**src/rtl/lane_pick_pkg.sv**
```systemverilog
package lane_pick_pkg;

    localparam int unsigned WORD_W = 32;
    localparam int unsigned FUNC_W = 5;
    localparam int unsigned IDX_W  = 5;
    localparam int unsigned COND_W = 4;

    localparam logic [FUNC_W-1:0] FUNC_PICK_BYTE = 5'h03;
    localparam logic [FUNC_W-1:0] FUNC_PICK_HALF = 5'h0B;

    typedef enum logic [1:0] {
        FMT_NONE = 2'd0,
        FMT_BYTE = 2'd1,
        FMT_HALF = 2'd2
    } pick_fmt_e;

endpackage

```
**src/rtl/lane_pick_decode.sv**
```systemverilog
module lane_pick_decode
    import lane_pick_pkg::*;
(
    input  logic              valid_i,
    input  logic [FUNC_W-1:0] func_i,
    input  logic [IDX_W-1:0]  dest_i,
    output pick_fmt_e         fmt_o,
    output logic              accept_o
);

    always_comb begin
        fmt_o = FMT_NONE;
        unique case (func_i)
            FUNC_PICK_BYTE: fmt_o = FMT_BYTE;
            FUNC_PICK_HALF: fmt_o = FMT_HALF;
            default:        fmt_o = FMT_NONE;
        endcase
    end

    // A write to index 0 is meaningless, so the request is dropped.
    assign accept_o = valid_i && (fmt_o != FMT_NONE) && (dest_i != '0);

endmodule

```
**src/rtl/lane_pick_mux.sv**
```systemverilog
module lane_pick_mux #(
    parameter int unsigned WORD_W = 32,
    parameter int unsigned LANE_W = 8,
    parameter int unsigned SEL_W  = 4
) (
    input  logic [WORD_W-1:0] opa_i,
    input  logic [WORD_W-1:0] opb_i,
    input  logic [SEL_W-1:0]  sel_i,
    output logic [WORD_W-1:0] word_o
);

    localparam int unsigned N_LANES = WORD_W / LANE_W;

    generate
        for (genvar g = 0; g < N_LANES; g++) begin : g_lane
            assign word_o[g*LANE_W +: LANE_W] =
                sel_i[g] ? opa_i[g*LANE_W +: LANE_W] : opb_i[g*LANE_W +: LANE_W];
        end
    endgenerate

endmodule

```
**src/rtl/lane_pick_unit.sv**
```systemverilog
module lane_pick_unit
    import lane_pick_pkg::*;
#(
    parameter int unsigned XLEN = 64
) (
    input  logic              clk_i,
    input  logic              rst_ni,
    input  logic              valid_i,
    input  logic [4:0]        func_i,
    input  logic [4:0]        dest_i,
    input  logic [31:0]       opa_i,
    input  logic [31:0]       opb_i,
    input  logic [3:0]        cond_i,
    output logic              wr_en_o,
    output logic [4:0]        wr_idx_o,
    output logic [XLEN-1:0]   result_o
);

    localparam int unsigned EXT_W = XLEN - WORD_W;

    typedef struct packed {
        logic             wr_en;
        logic [IDX_W-1:0] wr_idx;
        logic [XLEN-1:0]  result;
    } out_state_t;

    out_state_t state_d, state_q;

    pick_fmt_e         fmt;
    logic              accept;
    logic [WORD_W-1:0] byte_word;
    logic [WORD_W-1:0] half_word;
    logic [WORD_W-1:0] picked;
    logic [XLEN-1:0]   picked_ext;

    lane_pick_decode u_decode (
        .valid_i  (valid_i),
        .func_i   (func_i),
        .dest_i   (dest_i),
        .fmt_o    (fmt),
        .accept_o (accept)
    );

    lane_pick_mux #(
        .WORD_W (WORD_W),
        .LANE_W (8),
        .SEL_W  (4)
    ) u_mux_byte (
        .opa_i  (opa_i),
        .opb_i  (opb_i),
        .sel_i  (cond_i),
        .word_o (byte_word)
    );

    lane_pick_mux #(
        .WORD_W (WORD_W),
        .LANE_W (16),
        .SEL_W  (2)
    ) u_mux_half (
        .opa_i  (opa_i),
        .opb_i  (opb_i),
        .sel_i  (cond_i[1:0]),
        .word_o (half_word)
    );

    assign picked = (fmt == FMT_HALF) ? half_word : byte_word;

    generate
        if (EXT_W > 0) begin : g_sext
            assign picked_ext = {{EXT_W{picked[WORD_W-1]}}, picked};
        end else begin : g_nosext
            assign picked_ext = picked;
        end
    endgenerate

    always_comb begin
        state_d       = state_q;
        state_d.wr_en = accept;
        if (accept) begin
            state_d.wr_idx = dest_i;
            state_d.result = picked_ext;
        end
    end

    always_ff @(posedge clk_i or negedge rst_ni) begin
        if (!rst_ni) begin
            state_q <= '0;
        end else begin
            state_q <= state_d;
        end
    end

    assign wr_en_o  = state_q.wr_en;
    assign wr_idx_o = state_q.wr_idx;
    assign result_o = state_q.result;

endmodule

```
**config.mk**
```make
export PLATFORM = sky130hd
export DESIGN_NAME = lane_pick_unit
export DESIGN_NICKNAME = d
export VERILOG_FILES = /design/src/rtl/lane_pick_pkg.sv /design/src/rtl/lane_pick_decode.sv /design/src/rtl/lane_pick_mux.sv /design/src/rtl/lane_pick_unit.sv
export SDC_FILE = /design/constraint.sdc
export NUM_CORES = 1
export LEC_CHECK = 0
export ABC_CLOCK_PERIOD_IN_PS = 1900
export BUFFER_PORTS_ARGS = -buffer_cell sky130_fd_sc_hd__buf_2
export CAP_MARGIN = 5
export CORE_ASPECT_RATIO = 1.5
export CORE_MARGIN = 2
export CORE_UTILIZATION = 40
export CTS_BUF_LIST = sky130_fd_sc_hd__clkbuf_4 sky130_fd_sc_hd__clkbuf_8 sky130_fd_sc_hd__clkbuf_16
export DETAILED_ROUTE_END_ITERATION = 7
export GPL_TIMING_DRIVEN = 0
export MAX_ROUTING_LAYER = met4
export PLACE_DENSITY = 0.69
export SYNTH_ARGS = -nofsm -noshare
export SYNTH_HDL_FRONTEND = slang
export SYNTH_HIERARCHICAL = 1
export SYNTH_SLANG_ARGS = --single-unit
```
**constraint.sdc**
```tcl
create_clock -name clk_i -period 1.9 [get_ports clk_i]
set_input_delay 0.285 -clock clk_i [delete_from_list [all_inputs] [get_ports clk_i]]
set_output_delay 0.285 -clock clk_i [all_outputs]
set_load 0.05 [all_outputs]
```
======== Yosys cells after proc, flatten, opt, wreduce, memory -nomap -nowiden ========
Index checks and enable logic that the tools add are counted.
storage, ports and cells
  bits in registers ....................... 38
  word-level logic and storage cells ...... 18
  input bits .............................. 81
  output and inout bits ................... 70
cells by class
  reductions and logical operators ........ 4
  equality and inequality tests ........... 3
  mux-type cells .......................... 8
operator list
  kind                                                             count
  16-bit 2-to-1 mux                                                2
  32-bit 2-to-1 mux                                                1
  8-bit 2-to-1 mux                                                 4
  5-bit by 2-bit == test with 1-bit output, second input constant  1
  5-bit by 4-bit == test with 1-bit output, second input constant  1
  5-bit nonzero test                                               1
  2-bit one-hot mux with 2 select lines                            1
  2-bit == test, second input constant                             1
  1-bit logical AND                                                2
  2-bit nonzero test                                               1

======== Longest topological paths before layout ========
  word-level depth ........................ 5
  depth in mapped cells ................... 7
  mapped depth without buffers ............ 4

======== Hierarchy ========
Netlist, hierarchy kept.
by module, submodules not included
  module                       instances  area an instance (um^2)  cells each  seq. area each (um^2)
  lane_pick_unit               1          2414.8                   226         950.9
  lane_pick_mux at u_mux_byte  1          525.5                    36          0.0
  lane_pick_mux at u_mux_half  1          498.0                    36          0.0
  lane_pick_decode             1          41.3                     5           0.0

======== Worst setup path after synthesis ========
Ideal clock, no wire load.
  kind .................................... reg2out
  start point ............................. reg, netlist name result_o[31]
  end point ............................... out result_o[32]
  path slack .............................. 182 ps
  data arrival time ....................... 1433 ps
  data required time ...................... 1615 ps
  stages on the path, launching flop included .. 2
  cell sequence ........................... dfrtp_1 buf_4
RTL lines
  what           line                  RTL
  end, declared  lane_pick_unit.sv:16  output logic [XLEN-1:0] result_o
No word-level cell between the ends.

======== Worst setup path in the final report ========
  start point ............................. reg, netlist name result_o[31]
  end point ............................... out result_o[33]
No word-level cell between the ends.

==> flow_summary_export.csv <==
group,metric,value,unit
status,run_status,"completed",
worst_setup_path,startpoint_type,"flop",
logic_synthesis,post_synth_instance_area,3480,um^2
sta,setup-violations-final,0,
layout,multiInputGateArea,2018,um^2
worst_setup_path,crit_path_end_kind,"primary output",
floorplanning,die_h,118.2,um
floorplanning,start_util,41.36,%
placement,dp_hpwl,6521,um
floorplanning,die_w,80.16,um
sta,finalCriticalPeriod,1.701,ns
run,max_cap_viol_count,0,
logic_synthesis,synth_edf_count,0,
worst_hold_path,hold_path.class,"input pin to async pin",
detailed_routing,wl_per_cell,15.38,um
layout,nNetsFinal,537,
worst_setup_path,critPathMaxFanout,34,
detailed_routing,drtIter0Drc,112,
placement,dp_cells,556,
power_and_ir_drop,internal-power,2.302,mW
floorplanning,pin_count,151,
worst_setup_path,cpPeakStageDelay,0.69,ns
grt,grt_pass1_wl,13990,um
worst_setup_path,worstPathArrival,1.42,ns
grt,grt_antenna_before_repair,0,
detailed_routing,detail_route.first_pass.iterations,4,
logic_synthesis,syn_nets,384,
clocking,worstSkewPairLatency,0.27,ns
logic_synthesis,ys_types,20,
clocking,postCtsSetupBuffers,0,
sta,finalHoldViolCount,0,
clocking,cts_tree,"yes",
power_and_ir_drop,powerDensity,973.8,nW/um^2
sta,fin_skew,0,ns
layout,drive_gt1_share,66.52,%
clocking,cts.clk_slew.worst_paths,0.06,ns
clocking,cts_made_buffers,5,
worst_setup_path,worstPathCellList,"buf_4 > buf_2",
layout,area_growth,29.23,%
clocking,cts_max_path_buffers,2,
layout,antenna_cells,0,
clocking,h-tree-depth,2,
power_and_ir_drop,p_comb_share,54.8,%
grt,grt_pass1_vias,2872,
layout,fin_util,53.45,%
power_and_ir_drop,total_power,4.379,mW
detailed_routing,vias,2777,
layout,fillerInstances,776,
grt,track_usage,19.07,%
grt,grt-ovfl-total,0,
floorplanning,rows,41,
layout,register_area,952.2,um^2
power_and_ir_drop,ir_drop,0.5417,mV
worst_setup_path,cp_num_buf_inv,2,
power_and_ir_drop,seqPwrFrac,25.8,%
worst_setup_path,cp.required,1.62,ns
sta,max_freq,587.8,MHz
logic_synthesis,ys.flop_type,"dfrtp_1",
logic_synthesis,yosysSeqAreaShare,27.33,%
clocking,cts.sinks,38,
detailed_routing,drc,0,
worst_setup_path,critical_path.top_delay_family,"flip-flops",
floorplanning,die_area,9477,um^2
worst_setup_path,cp_slowest_cell,"dfrtp_2",
power_and_ir_drop,switching_share,47.43,%
floorplanning,core,8413,um^2
sta,relSlewSlack,40.89,%
logic_synthesis,syn_inst,303,
logic_synthesis,synth_warnings,6,
placement,io_buffers,146,
detailed_routing,via_per_inst,4.924,
clocking,root_buffer,"clkbuf_16",
logic_synthesis,synth_area_per_cell,11.48,um^2
detailed_routing,ant_nets,0,
sta,drv_slew,0,
sta,min_period_over_period,89.53,%
logic_synthesis,ys_seq_elements,38,
power_and_ir_drop,p_leak,2.338,nW
logic_synthesis,async_flop_share,100.0,%
sta,hold_ws,0.1324,ns
layout,final_cells,564,
detailed_routing,wl,8677,um
sta,rsz0062_at_grt,"false",
sta,fin_setup_tns,0,ns
worst_setup_path,critical_path_class,"flop to primary output",
power_and_ir_drop,p_switching,2.077,mW
sta,worstMarginPinSlew,0.8867,ns
power_and_ir_drop,power.clock.fraction,19.4,%
placement,gp_congestion,0.8216,
grt,grt_max_degree,39,
[worst paths after layout]
path / startpoint / endpoint / slack, ns / cells past startpoint
worst max-delay path: result_o[31] / result_o[33] / 0.20 / 2
worst min-delay path: rst_ni / result_o[23] / 0.13 / 1
worst max register to register: result_o[31] / result_o[31] / 0.93 / 2
worst min register to register: wr_idx_o[0] / wr_idx_o[0] / 0.48 / 1
max in group asynchronous: rst_ni / result_o[31] / 1.16 / 1
min in group clk_i: dest_i[0] / wr_idx_o[0] / 0.24 / 2
[per-layer routing]
metal | vias up | share of wire, % | track usage (%) | routed length [um]
li1 | 1360 | - | - | -
met1 | 1306 | 41 | 21.99 | 3531
met2 | 98 | 52 | 33.75 | 4537
met3 | 13 | 5.0 | 2.137 | 437
met4 | 0 | 2.0 | 6.250 | 170
met5 | - | 0 | - | 0
[synth_stat cells, types with 2 or more instances]
| cell type | number | share of area (%) |
|---|---|---|
| dfrtp_1 | 38 | 27 |
| buf_4 | 32 | 6.9 |
| nand4b_1 | 32 | 8.1 |
| mux2_1 | 5 | 1.6 |
| buf_12 | 5 | 2.9 |
| clkbuf_1 | 9 | 0.97 |
| buf_6 | 9 | 2.9 |
| buf_2 | 7 | 1.0 |
| mux2_4 | 52 | 22 |
| nand2_1 | 32 | 3.5 |
| mux2_2 | 12 | 3.9 |
| o211ai_1 | 2 | 0.43 |
| o211ai_2 | 30 | 11 |
| nand2b_1 | 32 | 5.8 |
[layout make-up]
cell class,instances,share of cell area [%]
buffer,62,11.35
tap,107,2.977
multi-input combinational,203,44.88
clock inverter,1,0.1113
sequential,38,21.17
clock buffer,7,3.255
timing repair buffer,146,16.25
[state kept, by name (all words and copies together) (netlist names)]
register / flops
result_o: 32
wr_idx_o: 5
wr_en_o: 1
[worst reg2reg max path, delay by kind of cell (launching register included)]
kind / cells / cell delay (ns)
DFF: 1 / 0.69
and+or+nand+nor: 1 / 0.10
AOI/OAI and AO/OA: 1 / 0.09
[power by group through the flow]
stage               registers, mW  clock network (mW)  logic, mW
floorplan                    1.76                   0       1.26
global route                 1.16               0.900       2.52
detailed placement           1.15                   0       2.42
CTS                          1.14               0.874       2.42
finish                       1.13               0.849       2.40
global placement             1.14                   0       2.40
[kinds of logic (layout without fill, tap and decap cells)]
logic type	Yosys count	in the layout	synth area share, %
mux	69	69	27.94
flops	38	38	27.33
compound gates	33	33	11.51
buf+inv	62	216	14.67
simple gates	101	101	18.55
[layout by cell type, fill, tap and decap left out, types with 9 or more instances in the layout]
master and instances:
buf_2 153, buf_4 32, buf_6 9, clkbuf_1 9, dfrtp_1 37, mux2_2 12, mux2_4 52, nand2_1 32
nand2b_1 32, nand4b_1 32, o211ai_2 30
[stage by stage]
stage	worst slack, ns	area [um^2]
floorplan	0.1822	3480
global placement	-0.05252	4344
detailed placement	-0.05359	4344
CTS	0.1749	4497
global route	0.09573	4497
finish	0.1988	4497
[repair_timing]
item                       4_1_cts  5_1_grt
gates resized for setup          1        0
hold buffers                     0        0
setup endpoints to repair       33        0
Power figures use the tool's default switching activity.
